**src/rtl/i2c_regslave_pkg.sv**
```systemverilog
package i2c_regslave_pkg;
  localparam int BYTE_W = 8;

  typedef enum logic [2:0] {
    PH_IDLE,
    PH_ADDR,
    PH_CMD,
    PH_WDATA,
    PH_RDATA,
    PH_SKIP
  } phase_t;
endpackage

```
**src/rtl/i2c_line_filter.sv**
```systemverilog
module i2c_line_filter #(
  parameter int W = 2
) (
  input  logic         clk,
  input  logic         rst_n,
  input  logic [W-1:0] raw_i,
  output logic [W-1:0] filt_o
);
  logic [W-1:0] meta_q, sync_q, hold_q, filt_q, filt_d;

  // a level is accepted only after two equal synchronized samples
  for (genvar g = 0; g < W; g++) begin : g_bit
    always_comb begin
      filt_d[g] = filt_q[g];
      if (sync_q[g] == hold_q[g]) filt_d[g] = sync_q[g];
    end
  end

  always_ff @(posedge clk or negedge rst_n) begin
    if (!rst_n) begin
      meta_q <= '1;
      sync_q <= '1;
      hold_q <= '1;
      filt_q <= '1;
    end else begin
      meta_q <= raw_i;
      sync_q <= meta_q;
      hold_q <= sync_q;
      filt_q <= filt_d;
    end
  end

  assign filt_o = filt_q;
endmodule

```
**src/rtl/i2c_bus_events.sv**
```systemverilog
module i2c_bus_events (
  input  logic clk,
  input  logic rst_n,
  input  logic scl_f,
  input  logic sda_f,
  output logic scl_rise,
  output logic scl_fall,
  output logic start_o,
  output logic stop_o
);
  logic scl_q, sda_q, start_hi_q, start_hi_d;
  logic stop_raw;

  assign scl_rise = scl_f & ~scl_q;
  assign scl_fall = ~scl_f & scl_q;
  assign start_o  = scl_f & scl_q & sda_q & ~sda_f;
  assign stop_raw = scl_f & scl_q & ~sda_q & sda_f;
  assign stop_o   = stop_raw & ~start_hi_q;

  // remembers a START until the end of its SCL high interval
  always_comb begin
    start_hi_d = start_hi_q;
    if (start_o)       start_hi_d = 1'b1;
    else if (scl_fall) start_hi_d = 1'b0;
  end

  always_ff @(posedge clk or negedge rst_n) begin
    if (!rst_n) begin
      scl_q      <= 1'b1;
      sda_q      <= 1'b1;
      start_hi_q <= 1'b0;
    end else begin
      scl_q      <= scl_f;
      sda_q      <= sda_f;
      start_hi_q <= start_hi_d;
    end
  end
endmodule

```
**src/rtl/i2c_slave_ctrl.sv**
```systemverilog
module i2c_slave_ctrl
  import i2c_regslave_pkg::*;
#(
  parameter int          LAST_ADDR = 63,
  parameter logic [4:0]  DEV_ID    = 5'b10100
) (
  input  logic              clk,
  input  logic              rst_n,
  input  logic              scl_f,
  input  logic              sda_f,
  input  logic              scl_rise,
  input  logic              scl_fall,
  input  logic              start_i,
  input  logic              stop_i,
  input  logic              strap_a0,
  input  logic              boot_busy,
  input  logic              nvm_busy,
  input  logic [BYTE_W-1:0] reg_rdata,
  output logic              sda_oe,
  output logic [BYTE_W-1:0] reg_addr,
  output logic              reg_wr,
  output logic [BYTE_W-1:0] reg_wdata,
  output logic              reg_rd
);
  localparam logic [BYTE_W-1:0] LAST_B   = BYTE_W'(LAST_ADDR);
  localparam logic [3:0]        BITS_END = 4'(BYTE_W);

  phase_t            phase_q, phase_d;
  logic [3:0]        bitcnt_q, bitcnt_d;
  logic              ackph_q, ackph_d, ok_q, ok_d, rnw_q, rnw_d, mack_q, mack_d;
  logic              oe_q, oe_d, wr_q, wr_d, rd_q, rd_d;
  logic [BYTE_W-1:0] sh_q, sh_d, ptr_q, ptr_d, wd_q, wd_d, ptr_nx;
  logic              addr_hit, cmd_ok, rx_phase;

  assign addr_hit = (sh_q[7:3] == DEV_ID) && (sh_q[2] == strap_a0);
  assign cmd_ok   = !boot_busy && !nvm_busy && (sh_q <= LAST_B);
  assign ptr_nx   = (ptr_q == LAST_B) ? '0 : ptr_q + 1'b1;
  assign rx_phase = (phase_q == PH_ADDR) || (phase_q == PH_CMD) || (phase_q == PH_WDATA);

  always_comb begin
    phase_d = phase_q; bitcnt_d = bitcnt_q; ackph_d = ackph_q; ok_d = ok_q;
    rnw_d = rnw_q; mack_d = mack_q; oe_d = oe_q; sh_d = sh_q; ptr_d = ptr_q;
    wd_d = wd_q; wr_d = 1'b0; rd_d = 1'b0;
    if (start_i) begin
      phase_d = PH_ADDR; bitcnt_d = '0; ackph_d = 1'b0; oe_d = 1'b0;
    end else if (stop_i) begin
      phase_d = PH_IDLE; bitcnt_d = '0; ackph_d = 1'b0; oe_d = 1'b0;
    end else if (rd_q) begin
      sh_d = reg_rdata;
      oe_d = ~reg_rdata[BYTE_W-1];
    end else if (rx_phase) begin
      if (scl_rise && !ackph_q && bitcnt_q < BITS_END) begin
        sh_d     = {sh_q[BYTE_W-2:0], sda_f};
        bitcnt_d = bitcnt_q + 1'b1;
      end else if (scl_fall && !ackph_q && bitcnt_q == BITS_END) begin
        ackph_d = 1'b1;
        unique case (phase_q)
          PH_ADDR: begin ok_d = addr_hit; rnw_d = sh_q[0]; end
          PH_CMD: begin
            ok_d = cmd_ok;
            if (cmd_ok) ptr_d = sh_q;
          end
          default: begin ok_d = 1'b1; wr_d = 1'b1; wd_d = sh_q; end
        endcase
        oe_d = ok_d;
      end else if (scl_fall && ackph_q) begin
        ackph_d = 1'b0; bitcnt_d = '0; oe_d = 1'b0;
        if (!ok_q) phase_d = PH_SKIP;
        else begin
          unique case (phase_q)
            PH_ADDR: begin
              if (rnw_q) begin phase_d = PH_RDATA; rd_d = 1'b1; end
              else phase_d = PH_CMD;
            end
            PH_CMD:  phase_d = PH_WDATA;
            default: ptr_d = ptr_nx;
          endcase
        end
      end
    end else if (phase_q == PH_RDATA) begin
      if (scl_rise && !ackph_q && bitcnt_q < BITS_END) begin
        bitcnt_d = bitcnt_q + 1'b1;
      end else if (scl_rise && ackph_q) begin
        mack_d = ~sda_f;
      end else if (scl_fall && !ackph_q && bitcnt_q == BITS_END) begin
        ackph_d = 1'b1; oe_d = 1'b0; ptr_d = ptr_nx;
      end else if (scl_fall && !ackph_q && bitcnt_q != '0) begin
        sh_d = {sh_q[BYTE_W-2:0], 1'b0};
        oe_d = ~sh_q[BYTE_W-2];
      end else if (scl_fall && ackph_q) begin
        ackph_d = 1'b0; bitcnt_d = '0;
        if (mack_q) rd_d = 1'b1;
        else phase_d = PH_SKIP;
      end
    end
  end

  always_ff @(posedge clk or negedge rst_n) begin
    if (!rst_n) begin
      phase_q <= PH_IDLE; bitcnt_q <= '0; ackph_q <= 1'b0; ok_q <= 1'b0;
      rnw_q <= 1'b0; mack_q <= 1'b0; oe_q <= 1'b0; sh_q <= '0; ptr_q <= '0;
      wd_q <= '0; wr_q <= 1'b0; rd_q <= 1'b0;
    end else begin
      phase_q <= phase_d; bitcnt_q <= bitcnt_d; ackph_q <= ackph_d; ok_q <= ok_d;
      rnw_q <= rnw_d; mack_q <= mack_d; oe_q <= oe_d; sh_q <= sh_d; ptr_q <= ptr_d;
      wd_q <= wd_d; wr_q <= wr_d; rd_q <= rd_d;
    end
  end

  assign sda_oe    = oe_q;
  assign reg_addr  = ptr_q;
  assign reg_wr    = wr_q;
  assign reg_wdata = wd_q;
  assign reg_rd    = rd_q;

  // the data line only moves while the clock line is low
  assert_sda_moves_scl_low_R11: assert property (@(posedge clk) disable iff (!rst_n)
    $changed(oe_q) |-> !scl_f);
  // write strobes are single cycle and stay in the legal range
  assert_wr_single_R5: assert property (@(posedge clk) disable iff (!rst_n)
    reg_wr |=> !reg_wr);
  assert_wr_in_range_R5: assert property (@(posedge clk) disable iff (!rst_n)
    reg_wr |-> (reg_addr <= LAST_B));
  // read requests are single cycle
  assert_rd_single_R6: assert property (@(posedge clk) disable iff (!rst_n)
    reg_rd |=> !reg_rd);
  // a START always restarts address reception
  assert_start_to_addr_R2: assert property (@(posedge clk) disable iff (!rst_n)
    start_i |=> (phase_q == PH_ADDR));
  // an accepted STOP returns to idle with the line released
  assert_stop_to_idle_R8: assert property (@(posedge clk) disable iff (!rst_n)
    stop_i |=> (phase_q == PH_IDLE && !oe_q));
  // the ignore state issues no register access
  assert_skip_quiet_R3: assert property (@(posedge clk) disable iff (!rst_n)
    (phase_q == PH_SKIP) |-> (!reg_wr && !reg_rd));
endmodule

```
**src/rtl/i2c_regslave.sv**
```systemverilog
module i2c_regslave
  import i2c_regslave_pkg::*;
#(
  parameter int         LAST_ADDR = 63,
  parameter logic [4:0] DEV_ID    = 5'b10100
) (
  input  logic              clk,
  input  logic              rst_n,
  input  logic              scl_i,
  input  logic              sda_i,
  output logic              sda_oe,
  input  logic              strap_a0,
  input  logic              boot_busy,
  input  logic              nvm_busy,
  output logic [BYTE_W-1:0] reg_addr,
  output logic              reg_wr,
  output logic [BYTE_W-1:0] reg_wdata,
  output logic              reg_rd,
  input  logic [BYTE_W-1:0] reg_rdata
);
  localparam int LINES = 2;

  logic [LINES-1:0] filt;
  logic scl_rise, scl_fall, start_ev, stop_ev;

  i2c_line_filter #(.W(LINES)) u_filter (
    .clk    (clk),
    .rst_n  (rst_n),
    .raw_i  ({scl_i, sda_i}),
    .filt_o (filt)
  );

  i2c_bus_events u_events (
    .clk      (clk),
    .rst_n    (rst_n),
    .scl_f    (filt[1]),
    .sda_f    (filt[0]),
    .scl_rise (scl_rise),
    .scl_fall (scl_fall),
    .start_o  (start_ev),
    .stop_o   (stop_ev)
  );

  i2c_slave_ctrl #(.LAST_ADDR(LAST_ADDR), .DEV_ID(DEV_ID)) u_ctrl (
    .clk       (clk),
    .rst_n     (rst_n),
    .scl_f     (filt[1]),
    .sda_f     (filt[0]),
    .scl_rise  (scl_rise),
    .scl_fall  (scl_fall),
    .start_i   (start_ev),
    .stop_i    (stop_ev),
    .strap_a0  (strap_a0),
    .boot_busy (boot_busy),
    .nvm_busy  (nvm_busy),
    .reg_rdata (reg_rdata),
    .sda_oe    (sda_oe),
    .reg_addr  (reg_addr),
    .reg_wr    (reg_wr),
    .reg_wdata (reg_wdata),
    .reg_rd    (reg_rd)
  );
endmodule

```
**config.mk**
```make
export PLATFORM = sky130hd
export DESIGN_NAME = i2c_regslave
export DESIGN_NICKNAME = d
export VERILOG_FILES = /design/src/rtl/i2c_regslave_pkg.sv /design/src/rtl/i2c_line_filter.sv /design/src/rtl/i2c_bus_events.sv /design/src/rtl/i2c_slave_ctrl.sv /design/src/rtl/i2c_regslave.sv
export SDC_FILE = /design/constraint.sdc
export NUM_CORES = 1
export LEC_CHECK = 0
export BUFFER_PORTS_ARGS = -buffer_cell sky130_fd_sc_hd__buf_2
export CORE_UTILIZATION = 30
export DETAILED_ROUTE_END_ITERATION = 8
export GPL_TIMING_DRIVEN = 0
export SLEW_MARGIN = 20
export SYNTH_ARGS = -nofsm -noshare
export SYNTH_HDL_FRONTEND = slang
export SYNTH_HIERARCHICAL = 1
export SYNTH_SLANG_ARGS = --single-unit
```
**constraint.sdc**
```tcl
create_clock -name clk -period 2.7 [get_ports clk]
set_clock_uncertainty 0.05 [all_clocks]
set_input_delay 0.27 -clock clk [delete_from_list [all_inputs] [get_ports clk]]
set_output_delay 0.27 -clock clk [all_outputs]
set_load 0.03 [all_outputs]
```
# Yosys cells after proc, flatten, opt, wreduce, memory -nomap -nowiden
# Cells that the tools add are included.
[word_totals]
reg_bits = 49
input_bits = 15
output_inout_bits = 19
word_cells = 216
[op_classes]
addsub = 2
n_lt_le_gt_ge = 2
eq_ne = 32
mux = 101
bitwise_logic = 21
n_reduce_logical = 38
[op_table]
columns = ["operator", "count"]
rows = [
  ["8-bit two-way mux", 21],
  ["1-bit two-way mux", 50],
  ["3-bit two-way mux", 16],
  ["4-bit two-way mux", 12],
  ["7-bit AND reduction", 3],
  ["5-bit by 3-bit != test with 1-bit output, second input constant", 4],
  ["4-bit by 3-bit != test with 1-bit output, second input constant", 4],
  ["5-bit AND reduction", 3],
  ["1-bit inverter", 13],
  ["3-bit != test, second input constant", 4],
  ["12-bit AND reduction", 1],
  ["1-bit logical AND", 10],
  ["2-bit nonzero test", 5],
  ["3-bit by 1-bit != test with 1-bit output, second input constant", 3],
  ["9-bit AND reduction", 1],
  ["3-bit nonzero test", 3],
  ["8-bit by 1-bit adder with 8-bit output, second input constant", 1],
  ["1-bit bitwise AND", 8],
  ["8-bit by 6-bit == test with 1-bit output, second input constant", 1],
  ["8-bit by 6-bit <= comparator with 1-bit output, second input constant", 1],
  ["8-bit AND reduction", 1],
  ["4-bit nonzero test", 2],
  ["3-bit by 2-bit == test with 1-bit output, second input constant", 2],
  ["3-bit by 2-bit != test with 1-bit output, second input constant", 2],
  ["other kinds (19)", 25],
]

# Depth between registers and ports, before layout
# Gate-level depths: netlist (run 1).
[depth]
word_depth = 13
mapped_depth = 8
mapped_depth_nobuf = 7

# By module
# The synthesis (run 1) kept the hierarchy.
[modules_own_cells]
columns = ["module", "instances", "cells_per_inst", "area_per_inst_um2", "seq_area_each_um2"]
rows = [
  ["i2c_slave_ctrl", 1, 227, 2248.4, 950.9],
  ["i2c_line_filter", 1, 10, 232.7, 210.2],
  ["i2c_bus_events", 1, 11, 132.6, 77.6],
]

# Least setup slack after synthesis (run 1)
# Ideal clock, no wire load.
[synth_timing]
path_kind = "reg-to-reg"
from = "reg u_events.scl_q"
to = "reg u_ctrl.ptr_q[7] (netlist: u_ctrl/reg_addr[7])"
setup_ps = 136
arrival_time_ps = 2058
required_ps = 2514
setup_slack_ps = 456
path_stages_with_launch = 8
n_path_buf = 1
synth_period_minus_slack_ps = 2244
path_cell_list = "dfstp_2 nor2b_1 nand2b_1 nor3_1 clkbuf_1 a311oi_1 o31ai_1 o31ai_2"
[synth_via]
elab_chain_cells = 6
elab_cells_between_ends = 29
classes_between = "4 x eq/ne; 3 x mux; 12 x bitwise; 10 x reduce/logical"
[synth_lines]
columns = ["item", "line", "rtl"]
rows = [
  ["start: declaration", "i2c_bus_events.sv:11", "logic scl_q, sda_q, start_hi_q, start_hi_d;"],
  ["start signal: assignment", "i2c_bus_events.sv:33", "scl_q <= scl_f;"],
  ["1-bit bitwise AND (*)", "i2c_bus_events.sv:15", "assign scl_fall = ~scl_f & scl_q;"],
  ["via scl_fall", "i2c_regslave.sv:24", "logic scl_rise, scl_fall, start_ev, stop_ev;"],
  ["parallel branches: the longest is 5 deep, another holds 12-bit AND reduction", "--", ""],
  ["end signal: assignment", "i2c_slave_ctrl.sv:101", "rnw_q <= 1'b0; mack_q <= 1'b0; oe_q <= 1'b0; sh_q <= '0; ptr_q <= '0;"],
  ["end signal: assignment", "i2c_slave_ctrl.sv:105", "rnw_q <= rnw_d; mack_q <= mack_d; oe_q <= oe_d; sh_q <= sh_d; ptr_q <= ptr_d;"],
  ["end: declaration", "i2c_slave_ctrl.sv:32", "logic [BYTE_W-1:0] sh_q, sh_d, ptr_q, ptr_d, wd_q, wd_d, ptr_nx;"],
]
# Mark *: on every way through the listed nets, which the timed path passes. The select of a mux whose other input is x is not followed.
# A chain may end at the register's enable or synchronous reset.

# Final worst setup path (run 1)
[layout_timing]
from = "reg u_events.scl_q"
to = "reg u_ctrl.wd_q[4] (netlist: u_ctrl/reg_wdata[4])"
[layout_via]
elab_cells_between_ends = 17
classes_between = "12 x bitwise; 5 x reduce/logical"
[layout_rtl]
columns = ["item", "line", "rtl"]
rows = [
  ["1-bit bitwise AND", "i2c_bus_events.sv:15", ""],
  ["via scl_fall", "i2c_regslave.sv:24", ""],
  ["1-bit logical AND (2 in a row)", "i2c_slave_ctrl.sv:55", "end else if (scl_fall && !ackph_q && bitcnt_q == BITS_END) begin"],
  ["7-bit AND reduction (no line)", "--", ""],
  ["end signal: assignment", "i2c_slave_ctrl.sv:106", "wd_q <= wd_d; wr_q <= wr_d; rd_q <= rd_d;"],
  ["end: declaration", "i2c_slave_ctrl.sv:32", ""],
]
# The timed path passes the listed nets, and every way through them passes these cells.

==> results.json, run 1 <==
{
  "status": "complete, no violations",
  "synth_largest_area_cell": "dfrtp_1",
  "preCtsSetupSlack_ns": -0.100,
  "die_height_um": 95.3,
  "synth_seq_area_share_pct": 47.4,
  "num_vias": 2191,
  "synth_nets": 266,
  "placed_area_um2": 2910,
  "timing.final.ws_setup_ns": 0.174,
  "syn_avg_cell_area_um2": 10.5,
  "wire_per_inst_um": 15.8,
  "max_stage_delay_ns": 0.57,
  "post-route-min-period_ns": 2.53,
  "cp_max_fo": 9,
  "dp_hpwl_um": 4430,
  "place.gp.congestion": 0.885,
  "rows": 33,
  "ios": 34,
  "netlist_area_um2": 2610,
  "yosysWarningCount": 6,
  "grt_pass1_vias": 2121,
  "layout.nets": 308,
  "synthArstFlopShare_pct": 100,
  "numPortBuffers": 33,
  "setup_viol": 0,
  "die_w_um": 95.3,
  "n_antenna_cell": 0,
  "crit_required_ns": 2.84,
  "startpoint_type": "flip-flop",
  "nFillCells": 860,
  "yosysTopAreaCellShare_pct": 37.3,
  "clockBufferDepth": 2,
  "first_pass_iters": 5,
  "design.die.area_um2": 9090,
  "finalWirelength_um": 6260,
  "grt_max_degree": 50,
  "cp-end-kind": "flip-flop",
  "hold_path_class": "input pin to flip-flop",
  "drc": 0,
  "multi_input_area_um2": 1320,
  "ys_seq_elements": 49,
  "tritoncts.num_buffers": 5,
  "synth_edf_count": 0,
  "max_freq_mhz": 396,
  "timing.hold.ws_ns": 0.237,
  "relSlewSlack_pct": 49.3,
  "cts.sinks": 49,
  "final_cell_area_um2": 3040,
  "post_cts_buffers": 0,
  "clkTransAtPathRegs_ns": 0.09,
  "gr-total-overflow": 0,
  "slowest_stage": "nor4_4",
  "synthTopCellsByArea": "dfrtp_1, dfstp_2, a21oi_1",
  "synth_cell_types": 59,
  "irDropWorstVdd_mv": 0.297,
  "crit_arrival_ns": 2.67,
  "rsz0062_at_grt": "false",
  "ff_latch_area_um2": 1240,
  "synth_cells": 248,
  "coreArea_um2": 8340,
  "cts_tree": "yes",
  "drive_above_1_share_pct": 25.4,
  "max_slew.worst_pin.slew_ns": 0.760,
  "via_per_inst": 5.53,
  "drt_iter0_drc": 170,
  "drt.antenna.violating_nets": 0,
  "fin_cells": 396,
  "cts_max_level": 2,
  "grtUsageTotal_pct": 14.9,
  "initial_utilization_pct": 31.3,
  "dp_cells": 386,
  "path_cells": "nor2b_2 -> nor2b_1 -> nand4_1 -> nor4_4 -> mux2_1",
  "synthToLayoutAreaGrowth_pct": 16.5,
  "drv_slew": 0,
  "synth_flop_cell": "dfrtp_1",
  "clk_latency_ns": 0.30,
  "grt_pass1_wl_um": 10500,
  "p_per_area_nw_per_um2": 639,
  "cap_violations": 0,
  "p_leak_uw": 0.00129,
  "cts_root_buf": "clkbuf_8",
  "worstSetupPathType": "flip-flop to flip-flop",
  "antenna_found_initial": 0,
  "timing.final.crit_share_pct": 93.6,
  "hold_viol_final": 0
}
## stage by stage
stage / utilization, % / power (uW) / TNS, ns
2_1_floorplan: - / 1340 / 0
3_3_place_gp: 34.9 / 1500 / -0.711
3_5_place_dp: 34.9 / 1510 / -0.623
4_1_cts: 36.1 / 1950 / 0
5_1_grt: 36.5 / 2060 / 0
6_report: 36.5 / 1950 / 0
## flip-flops by register name, indices dropped and copies added, names as in the netlist, 2 cells and up
name / count
u_ctrl/reg_addr: 8
u_ctrl/reg_wdata: 8
u_ctrl/sh_q: 8
u_ctrl/bitcnt_q: 4
u_ctrl/phase_q: 3
u_filter/filt_o: 2
u_filter/hold_q: 2
u_filter/meta_q: 2
u_filter/sync_q: 2
## synth_stat cells (all sizes together), types with 3 or more instances
cell type	number
a21oi	24
a311oi	4
a31oi	6
buf	6
clkbuf	6
dfrtp	39
dfstp	10
ha	3
inv	6
mux2	10
mux2i	11
nand2	21
nand3	4
nand3b	4
nand4	5
nor2	9
nor2b	6
nor3	10
nor4	4
nor4b	3
o21ai	10
o31ai	7
o41ai	3
## worst max-delay path, delay by kind of cell (launching register included)
family,cells,cell delay [ns]
and+or+nand+nor,4,1.42
DFF,1,0.56
muxes,1,0.38
## where the power goes
part | switching [uW] | internal, uW | leakage [uW]
clock | 249 | 183 | 0.0000374
combinational | 333 | 218 | 0.000686
sequential | 129 | 835 | 0.000564
total | 710 | 1240 | 0.00129
## layout make-up
cell class              instances  area share [%]
multi-input cells             181            43.2
clock inverters                 2           0.493
inverters                       6           0.740
repair buffers                 36            6.49
flip-flops and latches         49            40.7
plain buffers                  11            1.64
clock buffers                   6            2.38
well taps                     105            4.32
## cell families after synthesis
family                   Yosys count  synth area share [%]
AND/OR/NAND/NOR                   80                  17.8
AO/OA/AOI/OAI                     74                  20.8
flip-flops                        49                  47.4
multiplexers                      21                  8.52
buffers and inverters             18                  2.87
adder cells (fa/ha/maj)            5                  2.30
XOR/XNOR                           1                 0.335
## placed cells by master (no fill, tap or decap), drive strengths merged, types with 2 or more instances in the layout
cell / n
o31ai: 7
dlygate4sd3: 3
maj3: 2
nor2b: 6
mux2: 10
nand3: 4
nor2: 9
o21bai: 2
ha: 3
nand3b: 4
nor4b: 3
a21oi: 24
buf: 39
nor4: 4
o21ai: 10
clkbuf: 11
and2: 2
a41oi: 2
o31a: 2
a311oi: 4
inv: 6
or2: 2
dfrtp: 39
o41ai: 3
a2bb2oi: 2
mux2i: 11
nand4: 5
a31oi: 6
nor3: 10
nand2: 21
nor3b: 2
a311o: 2
dfstp: 10
clkinvlp: 2
a211oi: 2
## path summary, 6_finish.rpt
path / from / to / slack [ns] / cells past startpoint
min: reg_rdata[0] / u_ctrl/sh_q[0]$_DFFE_PN0P_ / 0.24 / 3
min in group asynchronous: rst_n / u_events/start_hi_q$_DFFE_PN0P_ / 0.49 / 2
max in group asynchronous: rst_n / u_ctrl/ackph_q$_DFFE_PN0P_ / 1.68 / 2
min reg2reg: u_filter/meta_q[1]$_DFF_PN1_ / u_filter/sync_q[1]$_DFF_PN1_ / 0.31 / 0
max reg2reg: u_events/scl_q$_DFF_PN1_ / u_ctrl/reg_wdata[4]$_DFFE_PN0P_ / 0.17 / 5
max: u_events/scl_q$_DFF_PN1_ / u_ctrl/reg_wdata[4]$_DFFE_PN0P_ / 0.17 / 5
## layer usage
layer,vias to the layer above,wire length [um],track usage (%)
li1,1022,-,-
met1,1076,2890,19.7
met2,83,3000,24.7
met3,10,301,2.47
met4,0,65,5.05
met5,-,0,0
## timing repair
action                     CTS  global route
cloned                       0             0
hold buffers                 1             2
hold endpoints to repair     1            40
resized for setup            1             4
setup endpoints to repair    8            16
Power figures use the tool's default switching activity.
==> run 2, diff against run 1 <==
Settings changed: CORE_ASPECT_RATIO set to 1.4, CTS_CLUSTER_DIAMETER set to 120, PLACE_DENSITY set to 0.58.
==> results.json, run 2 (synthesis results as in run 1) <==
{
  "status": "complete, no violations",
  "first_pass_iters": 4,
  "worstSetupPathType": "flip-flop to flip-flop",
  "n_antenna_cell": 0,
  "final_util_pct": 37.4,
  "final_common_cell": "dfrtp_1",
  "via_per_inst": 5.43,
  "cts.sinks": 49,
  "tritoncts.num_buffers": 5,
  "hold_path.startpoint": "sda_i",
  "die_w_um": 80.9,
  "dp_cells": 383,
  "crit_arrival_ns": 2.73,
  "clkTransAtPathRegs_ns": 0.06,
  "cts_root_buf": "clkbuf_16",
  "drive_above_1_share_pct": 25.6,
  "p_leak_uw": 0.00132,
  "cp-end-kind": "flip-flop",
  "max_slew.worst_pin.slew_ns": 0.801,
  "startpoint": "u_events/scl_q$_DFF_PN1_",
  "layout_common_cells": "dfrtp_1, buf_2, a21oi_1",
  "p_int_uw": 1480,
  "p_seq_share_pct": 43.9,
  "fin_tns_setup_ns": 0,
  "post-route-min-period_ns": 2.61,
  "cts_max_level": 2,
  "p_clk_share_pct": 31.5,
  "irDropWorstVdd_mv": 0.463,
  "max_freq_mhz": 382,
  "rows": 39,
  "grt_pass1_vias": 2212,
  "p_per_area_nw_per_um2": 711,
  "timing.rr.start": "u_events/scl_q$_DFF_PN1_",
  "gr-total-overflow": 0,
  "clk_latency_ns": 0.29,
  "grtUsageTotal_pct": 15.5,
  "switching_share_pct": 33.1,
  "drc": 0,
  "final_cell_area_um2": 3100,
  "startpoint_type": "flip-flop",
  "setup_viol": 0,
  "timing.final.crit_share_pct": 96.9,
  "p_comb_share_pct": 24.7,
  "rsz0062_at_grt": "true",
  "hold_path_class": "input pin to flip-flop",
  "antenna_found_initial": 0,
  "drt.antenna.violating_nets": 0,
  "clockBufferDepth": 2,
  "drv_slew": 0,
  "numPortBuffers": 33,
  "initial_utilization_pct": 31.5,
  "ios": 34,
  "crit_required_ns": 2.81,
  "relSlewSlack_pct": 45.9,
  "wire_per_inst_um": 16.5,
  "synthToLayoutAreaGrowth_pct": 18.7,
  "die_height_um": 112,
  "layout.nets": 306,
  "cap_violations": 0,
  "num_vias": 2124,
  "design.die.area_um2": 9090,
  "fin_total_pwr_uw": 2210,
  "placed_area_um2": 2910,
  "p_switching_uw": 730,
  "cp_max_fo": 10,
  "coreArea_um2": 8300,
  "dp_hpwl_um": 4670,
  "place.gp.congestion": 0.916,
  "cts_tree": "yes",
  "grt_max_degree": 50,
  "drt_iter0_drc": 172,
  "hold_viol_final": 0,
  "finalWirelength_um": 6450,
  "grt_pass1_wl_um": 10900,
  "fin_cells": 391
}
-- run 2: timing repair --
action	CTS	global route
resized for setup	2	2
gates cloned	0	0
endpoints found under the setup margin	8	8
buffers inserted	0	0
endpoints found under the hold margin	39	0
hold buffers	1	0
-- run 2: through the flow --
step                hold WS, ns  worst slack, ns
global placement          0.297           -0.177
finish                   0.0264           0.0850
floorplan               -0.0756            0.456
CTS                      0.0211          0.00721
detailed placement        0.286           -0.107
global route             0.0216          -0.0481
-- run 2: final cells by class --
cell class	count	area (um2)
inverter	6	22.5
clock inverter	1	7.51
multi-input combinational	181	1320
timing repair buffer	34	178
buffer	11	48.8
clock buffer	7	164
tap	102	128
fill	856	5190
sequential	49	1240
-- run 2: routing by layer --
layer	track usage, %	routed length, um
met5	0	0
met4	7.50	177
met3	1.79	186
met2	27.1	3360
met1	18.5	2720
-- run 2: path summary, 6_finish.rpt --
kind                       cells past startpoint                              to  slack [ns]
max                                            7  u_ctrl/reg_addr[7]$_DFFE_PN0P_        0.09
min                                            1    u_filter/meta_q[0]$_DFF_PN1_        0.03
max reg2reg                                    7  u_ctrl/reg_addr[7]$_DFFE_PN0P_        0.09
min reg2reg                                    0    u_filter/sync_q[1]$_DFF_PN1_        0.31
max in group asynchronous                      2       u_ctrl/mack_q$_DFFE_PN0P_        1.68
min in group asynchronous                      2  u_ctrl/reg_addr[5]$_DFFE_PN0P_        0.49
-- run 2: power by group through the flow --
| stage | clock network, uW | registers, uW | logic, uW |
|---|---|---|---|
| 2_1_floorplan | 0 | 931 | 407 |
| 3_3_place_gp | 0 | 981 | 530 |
| 3_5_place_dp | 0 | 980 | 539 |
| 4_1_cts | 712 | 967 | 545 |
| 5_1_grt | 740 | 983 | 616 |
| 6_report | 694 | 968 | 545 |
-- run 2: worst max-delay path, cell delays in order, from the launching register on --
cell      delay [ns]
dfstp_2         0.55
nor2b_2         0.30
nand2b_1        0.26
nor3_1          0.43
buf_1           0.40
a311oi_1        0.11
o31ai_1         0.29
o31ai_2         0.11
==> run 3, diff against run 2 <==
Settings changed: CTS_BUF_LIST set to sky130_fd_sc_hd__clkbuf_16.
Clock period 2.7 ns to 3.08 ns, I/O delays scaled along.
==> results.json, run 3 (synthesis results as in run 1) <==
{
  "status": "finished with violations",
  "violations": "negative hold slack",
  "num_vias": 2128,
  "synthToLayoutAreaGrowth_pct": 17.7,
  "rows": 39,
  "timing.final.crit_share_pct": 90.9,
  "cp-end-kind": "flip-flop",
  "timing.rr.start": "u_events/scl_q$_DFF_PN1_",
  "slowest_stage": "dfstp_2",
  "cts_root_buf": "clkbuf_16",
  "dp_hpwl_um": 4670,
  "p_per_area_nw_per_um2": 620,
  "clkTransAtPathRegs_ns": 0.06,
  "cp_max_fo": 10,
  "startpoint": "u_events/scl_q$_DFF_PN1_",
  "via_per_inst": 5.44,
  "cts.sinks": 49,
  "clockBufferDepth": 2,
  "layout.nets": 306,
  "setup_viol": 0,
  "layout_common_cells": "dfrtp_1, buf_2, a21oi_1",
  "wire_per_inst_um": 16.6,
  "relSlewSlack_pct": 45.8,
  "ios": 34,
  "max_stage_delay_ns": 0.55,
  "rsz0062_at_grt": "false",
  "final_common_cell": "dfrtp_1",
  "p_leak_uw": 0.00130,
  "numPortBuffers": 33,
  "drt.antenna.violating_nets": 0,
  "worstSetupPathType": "flip-flop to flip-flop",
  "first_pass_iters": 4,
  "drc": 0,
  "crit_required_ns": 3.19,
  "preCtsSetupSlack_ns": 0.273,
  "antenna_found_initial": 0,
  "drt_iter0_drc": 123,
  "n_antenna_cell": 0,
  "drv_slew": 0,
  "cts_tree": "yes",
  "cts_max_level": 2,
  "crit_arrival_ns": 2.91,
  "die_w_um": 80.9,
  "initial_utilization_pct": 31.5,
  "rr_worst_depth": 7,
  "max_freq_mhz": 357,
  "timing.final.ws_setup_ns": 0.281,
  "cap_violations": 0,
  "irDropWorstVdd_mv": 0.421,
  "hold_viol_final": 24,
  "clk_latency_ns": 0.29,
  "coreArea_um2": 8300,
  "die_height_um": 112,
  "fin_tns_setup_ns": 0,
  "grt_max_degree": 50,
  "tritoncts.num_buffers": 5,
  "grt_pass1_wl_um": 10900,
  "gr-total-overflow": 0,
  "hold_path_class": "input pin to async pin",
  "cts_hold_buf": 0,
  "post-route-min-period_ns": 2.80,
  "drive_above_1_share_pct": 24.9,
  "startpoint_type": "flip-flop",
  "grt_pass1_vias": 2204,
  "timing.hold.ws_ns": -0.0108,
  "max_slew.worst_pin.slew_ns": 0.802,
  "design.die.area_um2": 9090,
  "path_cells": "nor2b_1 -> nand2b_1 -> nor3_1 -> clkbuf_1 -> a311oi_1 -> o31ai_1 -> o31ai_2",
  "finalWirelength_um": 6490,
  "place.gp.congestion": 0.916,
  "grtUsageTotal_pct": 15.7
}
[run 3: cell count changes in the layout (fill, tap and decap cells not counted)]
cell and change:
buf_1 -1, clkbuf_1 +2, clkbuf_8 -1, clkinv_1 +1, dlygate4sd3_1 -1, nor2b_1 +1
nor2b_2 -1, nor4b_2 +1, nor4b_4 -1
[run 3: cell type report]
| type | instances | area [um2] |
|---|---|---|
| timing repair buffer | 33 | 168 |
| clock inverter | 2 | 11.3 |
| sequential | 49 | 1240 |
| inverter | 6 | 22.5 |
| clock buffer | 6 | 150 |
| buffer | 12 | 52.6 |
| tap | 102 | 128 |
| multi-input combinational | 181 | 1310 |
| fill | 858 | 5220 |
[run 3: power by group]
group	total, uW	leakage (uW)	switching [uW]	internal [uW]
logic	476	0.000665	290	187
registers	846	0.000564	113	733
clock network	585	0.0000757	238	347
total	1910	0.00130	640	1270
[run 3: per-layer routing]
metal / GRT usage [%] / vias to the layer above / share of wire (%)
met1: 18.8 / 1023 / 42
met5: 0 / - / 0
met2: 26.8 / 66 / 52
met4: 7.86 / 0 / 3.0
met3: 2.03 / 15 / 3.5
li1: - / 1024 / -
[run 3: final timing paths]
kind                            slack, ns                             end
worst max-delay path                 0.28  u_ctrl/reg_addr[7]$_DFFE_PN0P_
worst min-delay path                -0.01  u_ctrl/reg_addr[5]$_DFFE_PN0P_
worst max register to register       0.28  u_ctrl/reg_addr[7]$_DFFE_PN0P_
worst min register to register       0.31    u_filter/sync_q[0]$_DFF_PN1_
max in group asynchronous            2.57       u_ctrl/mack_q$_DFFE_PN0P_
min in group clk                     0.06    u_filter/meta_q[0]$_DFF_PN1_
[run 3: what timing repair did]
item,4_1_cts,5_1_grt
endpoints found under the setup margin,0,2
setup buffers,0,0
resized for setup,0,1
[run 3: per-stage QoR]
step	instances	hold WS (ns)	utilization [%]	area [um2]	power [uW]
global route	391	0.0324	37.1	3080	2020
detailed placement	383	0.298	35.1	2910	1330
floorplan	248	-0.0376	-	2610	1170
CTS	391	0.0129	37.0	3070	1930
finish	391	-0.0108	37.1	3080	1910
global placement	383	0.297	35.0	2910	1320
[run 3: critical path, delay by kind of cell, from the launching register on]
| kind | cells | cell delay (ns) |
|---|---|---|
| and+or+nand+nor | 3 | 1.16 |
| buffers and inverters | 1 | 0.40 |
| AOI/OAI and AO/OA | 3 | 0.51 |
| DFF | 1 | 0.55 |
